**src/rtl/skew_bank_pkg.sv**
```systemverilog
// Package: shared types and select-code helpers for the skew bank.
// Assumes select codes are 2-bit encodings of a three-level input.
package skew_bank_pkg;

    // Source that feeds the delay line.
    typedef enum logic [1:0] {
        SRC_WAVE = 2'd0,
        SRC_DIV2 = 2'd1,
        SRC_DIV4 = 2'd2
    } src_sel_e;

    // Map a 2-bit code to a level: LOW=0, MID=1 (also for 2'b11), HIGH=2.
    function automatic int level_of(input logic [1:0] code);
        case (code)
            2'b00:   return 0;
            2'b10:   return 2;
            default: return 1;
        endcase
    endfunction

    // Configuration index 0..8 from the two selects.
    function automatic int code_index(input logic [1:0] hi, input logic [1:0] lo);
        return level_of(hi) * 3 + level_of(lo);
    endfunction

endpackage

```
**src/rtl/skew_edge_gen.sv**
```systemverilog
// Module: skew_edge_gen
// Samples the reference, forms the active-level waveform from the polarity,
// flags active edges and runs the divide-by-2 and divide-by-4 toggles.
// Assumes ref_in is slow compared with clk; its metastability is handled upstream.
module skew_edge_gen (
    input  logic clk,
    input  logic rst_n,
    input  logic ref_in,
    input  logic pol,
    output logic wave,
    output logic div2,
    output logic div4,
    output logic act
);

    logic wave_next;

    // Active-level waveform before the register; inverted when pol is low.
    assign wave_next = pol ? ref_in : ~ref_in;
    // An active edge is a low-to-high transition of the active-level waveform.
    assign act = wave_next & ~wave;

    // Waveform register and the two dividers.
    always_ff @(posedge clk) begin
        if (!rst_n) begin
            wave <= 1'b0;
            div2 <= 1'b0;
            div4 <= 1'b0;
        end else begin
            wave <= wave_next;
            div2 <= div2 ^ act;
            div4 <= div4 ^ (act & div2);
        end
    end

    AST_DIV2_ON_ACTIVE_EDGE: assert property (@(posedge clk) disable iff (!rst_n)
        (div2 != $past(div2)) |-> (wave && !$past(wave)))
        else $error("div2 moved without an active edge");

    AST_DIV4_EVERY_OTHER: assert property (@(posedge clk) disable iff (!rst_n)
        (div4 != $past(div4)) |-> ($past(div2) && !div2))
        else $error("div4 moved without div2 falling");

endmodule

```
**src/rtl/skew_sel_decode.sv**
```systemverilog
// Module: skew_sel_decode
// Decodes the two three-level selects into a tap delay and a source choice.
// The result is registered only on an active edge.
// Assumes NOM_DELAY is at least the largest lead of the chosen table.
module skew_sel_decode
    import skew_bank_pkg::*;
#(
    parameter int NOM_DELAY   = 6,
    parameter bit DOUBLE_STEP = 1'b0,
    parameter int DW          = 4
) (
    input  logic          clk,
    input  logic          rst_n,
    input  logic          load,
    input  logic [1:0]    sel_hi,
    input  logic [1:0]    sel_lo,
    output logic [DW-1:0] delay,
    output src_sel_e      mode
);

    localparam int CENTER = 4;

    int       idx;
    int       next_delay;
    src_sel_e next_mode;

    // Table lookup: turn the index into a delay and a source.
    always_comb begin
        idx        = code_index(sel_hi, sel_lo);
        next_mode  = SRC_WAVE;
        next_delay = NOM_DELAY + idx - CENTER;
        if (DOUBLE_STEP) begin
            next_delay = NOM_DELAY + 2 * (idx - CENTER);
            if (idx == 0) begin
                next_mode  = SRC_DIV2;
                next_delay = NOM_DELAY;
            end else if (idx == 2 * CENTER) begin
                next_mode  = SRC_DIV4;
                next_delay = NOM_DELAY;
            end
        end
    end

    // Configuration register, loaded only at an active edge.
    always_ff @(posedge clk) begin
        if (!rst_n) begin
            delay <= DW'(NOM_DELAY);
            mode  <= SRC_WAVE;
        end else if (load) begin
            delay <= DW'(next_delay);
            mode  <= next_mode;
        end
    end

    AST_SEL_HOLD_BETWEEN_EDGES: assert property (@(posedge clk) disable iff (!rst_n)
        !load |=> ($stable(delay) && $stable(mode)))
        else $error("configuration changed between active edges");

    AST_DIVIDED_AT_ZERO_SKEW: assert property (@(posedge clk) disable iff (!rst_n)
        (mode != SRC_WAVE) |-> (delay == DW'(NOM_DELAY)))
        else $error("divided output not at nominal delay");

endmodule

```
**src/rtl/skew_tap_line.sv**
```systemverilog
// Module: skew_tap_line
// Shift register of timing-clock stages with a selectable tap.
// Tap 0 is the undelayed source; tap i is the source from i cycles earlier.
// Assumes delay < DEPTH; larger values give a low output.
module skew_tap_line #(
    parameter int DEPTH = 13,
    parameter int DW    = 4
) (
    input  logic          clk,
    input  logic          rst_n,
    input  logic          src,
    input  logic [DW-1:0] delay,
    output logic          tap
);

    localparam int NREG = DEPTH - 1;

    logic sh [NREG];

    for (genvar g = 0; g < NREG; g++) begin : g_stage
        if (g == 0) begin : g_first
            // First stage captures the source.
            always_ff @(posedge clk) begin
                if (!rst_n) sh[g] <= 1'b0;
                else        sh[g] <= src;
            end
        end else begin : g_rest
            // Later stages pass the previous stage on.
            always_ff @(posedge clk) begin
                if (!rst_n) sh[g] <= 1'b0;
                else        sh[g] <= sh[g-1];
            end
        end
    end

    // Tap selection across the source and all stages.
    always_comb begin
        tap = 1'b0;
        if (int'(delay) == 0) tap = src;
        for (int i = 1; i < DEPTH; i++) begin
            if (int'(delay) == i) tap = sh[i-1];
        end
    end

    AST_TAP_KNOWN: assert property (@(posedge clk) disable iff (!rst_n)
        !$isunknown(tap))
        else $error("tap output unknown");

endmodule

```
**src/rtl/skew_bank.sv**
```systemverilog
// Module: skew_bank (top)
// One bank of two outputs that carry the same skewed or divided copy of the
// reference. The nominal zero skew is NOM_DELAY timing cycles after the
// sampled edge.
// Assumes NOM_DELAY >= 4 (standard bank) or >= 6 (doubled-step bank).
module skew_bank
    import skew_bank_pkg::*;
#(
    parameter int NOM_DELAY   = 6,
    parameter bit DOUBLE_STEP = 1'b0
) (
    input  logic       clk,
    input  logic       rst_n,
    input  logic       ref_in,
    input  logic       pol,
    input  logic [1:0] sel_hi,
    input  logic [1:0] sel_lo,
    output logic       q_a,
    output logic       q_b
);

    localparam int DEPTH = 2 * NOM_DELAY + 1;
    localparam int DW    = $clog2(DEPTH);
    localparam int NOUT  = 2;

    logic          wave, div2, div4, act;
    logic [DW-1:0] delay;
    src_sel_e      mode;
    logic          src;
    logic          tap;
    logic [NOUT-1:0] q_pair;

    skew_edge_gen u_edge (
        .clk    (clk),
        .rst_n  (rst_n),
        .ref_in (ref_in),
        .pol    (pol),
        .wave   (wave),
        .div2   (div2),
        .div4   (div4),
        .act    (act)
    );

    skew_sel_decode #(
        .NOM_DELAY   (NOM_DELAY),
        .DOUBLE_STEP (DOUBLE_STEP),
        .DW          (DW)
    ) u_dec (
        .clk    (clk),
        .rst_n  (rst_n),
        .load   (act),
        .sel_hi (sel_hi),
        .sel_lo (sel_lo),
        .delay  (delay),
        .mode   (mode)
    );

    // Source multiplexer: undivided waveform or one of the dividers.
    always_comb begin
        case (mode)
            SRC_DIV2: src = div2;
            SRC_DIV4: src = div4;
            default:  src = wave;
        endcase
    end

    skew_tap_line #(
        .DEPTH (DEPTH),
        .DW    (DW)
    ) u_line (
        .clk   (clk),
        .rst_n (rst_n),
        .src   (src),
        .delay (delay),
        .tap   (tap)
    );

    // Output pair: each driver carries the same tap.
    for (genvar g = 0; g < NOUT; g++) begin : g_out
        assign q_pair[g] = tap;
    end

    assign q_a = q_pair[0];
    assign q_b = q_pair[1];

endmodule

```
**config.mk**
```make
export PLATFORM = sky130hd
export DESIGN_NAME = skew_bank
export DESIGN_NICKNAME = d
export VERILOG_FILES = /design/src/rtl/skew_bank_pkg.sv /design/src/rtl/skew_edge_gen.sv /design/src/rtl/skew_sel_decode.sv /design/src/rtl/skew_tap_line.sv /design/src/rtl/skew_bank.sv
export SDC_FILE = /design/constraint.sdc
export NUM_CORES = 1
export LEC_CHECK = 0
export BUFFER_PORTS_ARGS = -buffer_cell sky130_fd_sc_hd__buf_2
export CORE_ASPECT_RATIO = 1.25
export CORE_UTILIZATION = 30
export CTS_CLUSTER_DIAMETER = 40
export CTS_CLUSTER_SIZE = 20
export DETAILED_ROUTE_END_ITERATION = 16
export HOLD_SLACK_MARGIN = 0.15
export PLACE_DENSITY = 0.48
export RECOVER_POWER = 25
export SLEW_MARGIN = 20
export SYNTH_ARGS = -nofsm -noshare
export SYNTH_HDL_FRONTEND = slang
export SYNTH_SLANG_ARGS = --single-unit
```
**constraint.sdc**
```tcl
create_clock -name clk -period 2.2 [get_ports clk]
set_clock_uncertainty 0.1 [all_clocks]
set_input_delay 0.22 -clock clk [delete_from_list [all_inputs] [get_ports clk]]
set_output_delay 0.22 -clock clk [all_outputs]
set_load 0.01 [all_outputs]
```
---- After elaboration in Yosys (flattened, before gate mapping) ----
Memories as Yosys holds them, arrays and structs flattened.
Index checks and enable logic that the tools add are counted.
word-level totals
  bits in registers ....................... 5
  memory bits (writable) .................. 12
  input port bits ......................... 8
  output and inout bits ................... 2
  memories kept ........................... 1
memories
  name       depth  width  rd ports  clocked after Yosys merged registers in  write ports  RTL line             text
  u_line.sh  12     1      12        0                                        12           skew_tap_line.sv:18  logic sh [NREG];
operators by class
  $add $sub $neg .......................... 3
  multipliers ............................. 1
  equality and inequality tests ........... 14
  muxes and demuxes ....................... 30
  bitwise operators ....................... 15
  reduce and logical (&&, ||, !) cells .... 3
operators with widths
  cell                                                 count
  equality test 4 bit, second input constant           8
  two-way mux 1 bit                                    28
  equality test 4 x 3 -> 1 bit, second input constant  3
  OR 1 bit                                             12
  case mux 2 bit (2 select lines)                      2
  adder 4 x 3 -> 4 bit                                 1
  adder 4 bit, first input constant                    1
  equality test 2 bit, second input constant           2
  equality test 4 x 2 -> 1 bit, second input constant  1
  logical NOT 2 bit                                    2
  logical NOT 4 bit                                    1
  multiplier 2 x 2 -> 4 bit, second input constant     1
  subtractor 4 bit, second input constant              1
  NOT 1 bit                                            2
  bitwise AND 1 bit                                    1

---- Longest topological paths before layout ----
Gate-level depths: netlist of run 1.
  depth after elaboration ................. 14
  gate-level depth with buffers ........... 6
  mapped depth without buffers ............ 6

---- Modules after synthesis ----
From an unflattened synthesis of run 1, not the netlist that was laid out.
second synthesis, totals
  cells, all modules ...................... 87
  area total of the unflattened synthesis .. 860.8 µm²
by module, submodules not included
  module           times used  cells an instance  area each (µm²)  seq. area each (µm²)
  skew_tap_line    1           40                 444.2            240.2
  skew_sel_decode  1           29                 245.2            80.1
  skew_edge_gen    1           10                 115.1            60.1
  skew_bank        1           8                  56.3             0.0

---- Worst setup path before layout of run 1 ----
OpenSTA, ideal clock, no wires.
  kind .................................... reg-to-output
  start point ............................. register u_dec.delay[3]
  end point ............................... output q_b
  arrival time ............................ 1.440 ns
  required time ........................... 1.880 ns
  slack ................................... 0.440 ns
  stages on the path, launching flop included .. 6
  buffers on the path ..................... 2
  cell sequence ........................... dfxtp_1 > buf_6 > nand2b_1 > mux4_2 > a21oi_1 > buf_4
on the way
  longest elaborated chain between the ends .. 14
  elaborated cells between the ends (all ways) .. 26
ends and longest elaborated chain
  element                           RTL line               text
  start: declaration                skew_sel_decode.sv:17  output logic [DW-1:0] delay,
  start signal: assignment          skew_sel_decode.sv:47  delay <= DW'(NOM_DELAY);
  start signal: assignment          skew_sel_decode.sv:50  delay <= DW'(next_delay);
  logical NOT 4 bit                 skew_tap_line.sv:39    if (int'(delay) == 0) tap = src;
  two-way mux 1 bit                 skew_tap_line.sv:39
  two-way mux 1 bit (11 in series)  skew_tap_line.sv:41    if (int'(delay) == i) tap = sh[i-1];
  two-way mux 1 bit (*)             skew_tap_line.sv:41
  end: declaration                  skew_bank.sv:19        output logic q_b
Mark *: on every way between the ends. The rest lies on a longest branch, timed or not.

---- Worst setup path after layout of run 1 ----
  start point ............................. register u_dec.delay[1]
  end point ............................... output q_a
on the way
  longest elaborated chain between the ends .. 14
  elaborated cells between the ends (all ways) .. 26
ends and longest elaborated chain
  element                           RTL line             text
  logical NOT 4 bit                 skew_tap_line.sv:39
  two-way mux 1 bit                 skew_tap_line.sv:39
  two-way mux 1 bit (11 in series)  skew_tap_line.sv:41
  two-way mux 1 bit (*)             skew_tap_line.sv:41
  end: declaration                  skew_bank.sv:18      output logic q_a,
Marks and branches as above.

==> flow_summary.yaml, run 1 <==
floorplanning:
  start_util: 0.324
  dieArea_um2: 2640
  die_w_um: 46.1
  core.rowCount: 19
  core-area_um2: 2260
  design.portCount: 10
  dieHeight_um: 57.2
setup_path:
  cpMaxStageDelayCell: "mux4_2"
  crit_chain: "mux4_2 -> a221oi_2 -> a21oi_1 -> buf_2"
  worst_setup_path_start_kind: "register"
  worstSetupStartpoint: "u_dec.delay[1]"
  cpPeakStageDelay_ns: 0.53
  critPathArrivalTime_ns: 1.70
  required_ns: 1.88
  crit_family: "multiplexers"
  worstPathMaxFanout: 4
  path_buf_inv: 1
  r2r_start: "u_edge.wave"
  critPathCaptureType: "output port"
  critPathKind: "reg -> out"
timing:
  tns_ns: 0
  postLayoutSetupSlackWorst_ns: 0.182
  tightest_slew_ns: 0.481
  period_share: 0.917
  maxSlewHeadroom: 0.679
  rsz0062_at_grt: "false"
  hold_violations: 0
  setup-violations-final: 0
  finalCriticalPeriod_ns: 2.02
  fmax_ghz: 0.496
  slew_viol_final: 0
clock_tree:
  cts.sinks: 17
  cts_tree: "built"
  cts_max_level: 1
  cts_max_path_buffers: 2
  root_buffer: "clkbuf_4"
  cts_buffers: 3
  cts.reportedPaths.clkPinSlew_ns: 0.10
  worstSkewPairLatency_ns: 0.28
  post_cts_buffers: 0
grt:
  grt_pass1_wl_mm: 2.19
  antenna_found_initial: 0
  grt_max_degree: 16
  grt_overflow: 0
  first_global_vias: 503
  track_usage: 0.116
pwr:
  p_leak_nw: 0.329
  vdd_drop_max_mv: 0.274
  power-per-cell-area_nw_per_um2: 676
final_layout:
  final_net_count: 91
  diodes: 0
  area_growth_pct: 12.5
  fill_cells: 237
  drive_gt1_frac: 0.225
  regArea_um2: 342
  multi_input_area_um2: 345
drt:
  drt_iter0_markers: 1
  dr.pass1.iters: 4
  vias_per_cell: 4.48
  wirelength_mm: 1.22
  drc: 0
  wire_per_inst_um: 11.0
  num_vias: 497
  drtAntennaViolNets: 0
synth:
  synth_area_leaders: "dfxtp_1 47%, and2_1 10%, mux4_2 6.2%, mux2i_1 4.1%, ha_1 3.4%"
  yosys_warnings: 0
  synth_cell_types: 23
  synth.avg_cell_area_um2: 10.3
  netlist_area_um2: 731
  syn_nets: 81
  synthCells: 71
  synth_top_area_cell: "dfxtp_1"
  ys_seq_area_frac: 0.466
  yosys.area.top_type_share: 0.466
  ys_seq_elements: 17
hold_path:
  hold_start: "ref_in"
  hold_class: "in -> reg"
placed_design:
  gp_congestion: 0.702
  place_ws_ns: 0.411
  port_buffers: 9
run_status:
  status: "completed"
job:
  max_cap_viol_count: 0
## synth_stat cells (all sizes together)
| master | number |
|---|---|
| dfxtp | 17 |
| and2 | 12 |
| o21ai | 5 |
| a21oi | 4 |
| inv | 4 |
| nor2b | 4 |
| clkbuf | 3 |
| mux2i | 3 |
| nand3b | 3 |
| buf | 2 |
| ha | 2 |
| mux4 | 2 |
| a221oi | 1 |
| mux2 | 1 |
| nand2 | 1 |
| nand2b | 1 |
| nand3 | 1 |
| nor2 | 1 |
| o311ai | 1 |
| or2 | 1 |
| xnor2 | 1 |
| xor2 | 1 |
## report_power, final
part	internal (mW)	switching [mW]	leakage (nW)
Clock	0.0675	0.0964	0.0177
Sequential	0.319	0.0135	0.138
Combinational	0.0318	0.0276	0.173
## tightest hold or removal path, stage by stage
cell and delay (ns):
buf_2 0.10, xor2_1 0.13, nor2_1 0.09
## placed cells by master, fill, tap and decap left out
cell type / netlist / layout
buf_2: 0 / 8
o311ai_0: 1 / 1
and2_1: 12 / 12
nor2b_1: 4 / 4
ha_1: 2 / 2
or2_2: 1 / 1
dlygate4sd3_1: 0 / 1
nand2b_1: 1 / 1
nand3b_1: 3 / 3
clkbuf_4: 0 / 3
clkbuf_1: 3 / 1
o21ai_0: 5 / 5
a221oi_2: 1 / 1
mux2_2: 1 / 1
xnor2_1: 1 / 1
nor2_1: 1 / 1
xor2_1: 1 / 1
inv_1: 4 / 4
nand3_1: 1 / 1
dfxtp_1: 17 / 16
mux2i_1: 3 / 3
a21oi_1: 4 / 4
dfxtp_2: 0 / 1
clkinv_2: 0 / 1
nand2_1: 1 / 1
mux4_2: 2 / 2
## what timing repair did
item	4_1_cts	5_1_grt
resized for setup	0	1
hold buffers	1	0
setup endpoints to repair	0	2
hold endpoints to repair	2	0
## through the flow
stage / utilization / hold WS (ns) / instance area, um2 / total power, mW / std cells
after floorplan: - / 0.242 / 731 / 0.380 / 71
after global placement: 0.347 / 0.339 / 785 / 0.398 / 106
after detailed placement: 0.347 / 0.346 / 785 / 0.398 / 106
after CTS: 0.364 / 0.185 / 822 / 0.564 / 111
after global routing: 0.364 / 0.219 / 822 / 0.589 / 111
final: 0.364 / 0.188 / 822 / 0.556 / 111
## sequential cells by signal, summed over array words and instances, names as in the netlist
name,count
u_line.sh,12
u_edge.wave,1
u_dec.delay,4
## cells by family (layout without fill, tap and decap cells)
group,Yosys count,in the layout,share of synthesized area
adder cells (fa/ha/maj),2,2,0.0342
XOR/XNOR,2,2,0.0240
buffers and inverters,9,18,0.0616
flip-flops,17,17,0.466
AND/OR/NAND/NOR,24,24,0.202
AO/OA/AOI/OAI,11,11,0.0942
multiplexers,6,6,0.118
## layer usage
layer / vias up / wire, um / global-route usage / part of all wire
met5: - / 0 / 0 / 0
met4: 0 / 17 / 0.0756 / 0.014
met3: 2 / 21 / 0.0190 / 0.017
met2: 11 / 589 / 0.179 / 0.48
met1: 228 / 592 / 0.143 / 0.48
li1: 256 / - / - / -
## worst paths after layout
kind	endpoint	slack (ns)	cells past startpoint
worst min-delay path	u_edge.wave	0.19	3
worst max-delay path	q_a	0.18	4
worst min register to register	u_line.sh[0][1]	0.37	1
worst max register to register	u_dec.delay[2]	1.25	2
## area by class of cell
class / instances / area share
repair buffers: 10 / 0.0654
clock inverters: 1 / 0.00609
clock buffers: 3 / 0.0274
well taps: 31 / 0.0472
flip-flops and latches: 17 / 0.416
inverters: 4 / 0.0183
multi-input cells: 45 / 0.420
No activity file was read; power rests on OpenSTA's default activity.
==> run 2, diff against run 1 <==
- SETUP_SLACK_MARGIN: not set -> 0.4
==> run 2 against run 1 <==
  * Final cell count up 0.90%
  * Core utilization is 0.55 points higher
  * Via count is 0.60% lower
  * Clock power barely moved
  * Final area grew 1.5%
  * Combinational power rose by 9.4%
  * Global-route usage is 0.063 points higher
==> flow_summary.yaml, run 2 (same netlist as run 1, synthesis figures left out) <==
timing:
  rsz0062_at_grt: "true"
  tns_ns: 0
  maxSlewHeadroom: 0.677
  tightest_slew_ns: 0.485
  fmax_ghz: 0.519
  period_share: 0.876
  slew_viol_final: 0
  hold_violations: 0
  finalCriticalPeriod_ns: 1.93
  setup-violations-final: 0
placed_design:
  port_buffers: 9
  place_area_um2: 785
  place_inst: 106
  gp_congestion: 0.702
drt:
  drc: 0
  wire_per_inst_um: 11.0
  drtAntennaViolNets: 0
  dr.pass1.iters: 4
  num_vias: 494
  wirelength_mm: 1.24
  drt_iter0_markers: 2
  vias_per_cell: 4.41
hold_path:
  hold_depth: 3
  hold_start: "ref_in"
  min_to: "u_edge.wave"
  hold_class: "in -> reg"
grt:
  first_global_vias: 506
  grt_overflow: 0
  grt_max_degree: 16
  antenna_found_initial: 0
  track_usage: 0.116
  grt_pass1_wl_mm: 2.21
final_layout:
  diodes: 0
  drive_gt1_frac: 0.259
  area_growth_pct: 14.2
  layout_commonest_cell: "dfxtp_1"
  largest_register: "u_line.sh"
  largestRegisters: "u_line.sh: 12 flops, u_dec.delay: 4 flops, u_edge.wave: 1 flops"
  fill_cells: 237
  fin_util: 0.370
  stdcell_count: 112
  largest_reg_flops: 12
  fin_area_um2: 835
  final_net_count: 92
  layout_common_cells: "14 x dfxtp_1, 12 x and2_1, 8 x buf_2"
setup_path:
  r2r_start: "u_edge.wave"
  critPathArrivalTime_ns: 1.61
  worst_setup_path_start_kind: "register"
  worstPathMaxFanout: 2
  ff2ff_setup_slack_ns: 1.29
  critPathCaptureType: "output port"
  critPathKind: "reg -> out"
  required_ns: 1.88
  timing.rr.end: "u_dec.delay[2]"
  r2r_cells: 2
floorplanning:
  start_util: 0.324
  dieArea_um2: 2640
  core-area_um2: 2260
  die_w_um: 46.1
  dieHeight_um: 57.2
  design.portCount: 10
  core.rowCount: 19
clock_tree:
  root_buffer: "clkbuf_4"
  cts_max_path_buffers: 2
  worstSkewPairLatency_ns: 0.28
  cts_buffers: 3
  cts_max_level: 1
  cts.sinks: 17
  cts_tree: "built"
  cts.reportedPaths.clkPinSlew_ns: 0.10
pwr:
  power-per-cell-area_nw_per_um2: 670
  vdd_drop_max_mv: 0.275
  p_leak_nw: 0.334
run_status:
  status: "completed"
job:
  max_cap_viol_count: 0
## run 2: through the flow
step	power, mW	setup slack, ns	hold WS (ns)
floorplan	0.380	0.440	0.242
global placement	0.398	0.404	0.339
detailed placement	0.398	0.411	0.346
CTS	0.568	0.245	0.178
global route	0.593	0.161	0.219
finish	0.559	0.273	0.187
## run 2: routing by layer
layer	part of all wire	track usage	routed length, um
met3	0.015	0.0190	19
met4	0.014	0.0756	17
met1	0.49	0.149	609
met5	0	0	0
met2	0.48	0.175	589
## run 2: cell type report
class                      instances  area (um2)  area share
inverter                           4        15.0      0.0180
clock inverter                     1        5.00     0.00600
sequential                        17         347       0.415
clock buffer                       3        22.5      0.0270
tap                               31        38.8      0.0465
multi-input combinational         45         345       0.414
timing repair buffer              11        61.3      0.0735
## run 2: how the worst max path moves through the flow
stage	from	depth (start not counted)	end	slack (ns)
floorplan	u_dec.delay[3]	5	q_b	0.44
global placement	u_dec.delay[1]	4	q_b	0.40
detailed placement	u_dec.delay[1]	4	q_a	0.41
CTS	u_dec.delay[1]	4	q_a	0.25
global route	u_dec.delay[1]	4	q_b	0.16
finish	u_dec.delay[1]	4	q_a	0.27
## run 2: power by group
part	leakage, nW	internal, mW	switching [mW]	total [mW]
logic	0.177	0.0344	0.0307	0.0651
registers	0.139	0.319	0.0113	0.330
clock network	0.0177	0.0675	0.0964	0.164
## run 2: what timing repair did
item	CTS	global route
pin swaps	1	0
gates resized for setup	4	0
endpoints found under the setup margin	2	2
endpoints found under the hold margin	2	0
buffers inserted	1	0
hold buffers	1	0
## run 2: worst max-delay path: stages (launching register included)
cell and delay (ns):
dfxtp_4 0.36, mux4_2 0.50, a221oi_2 0.24, a21oi_1 0.07
buf_2 0.14
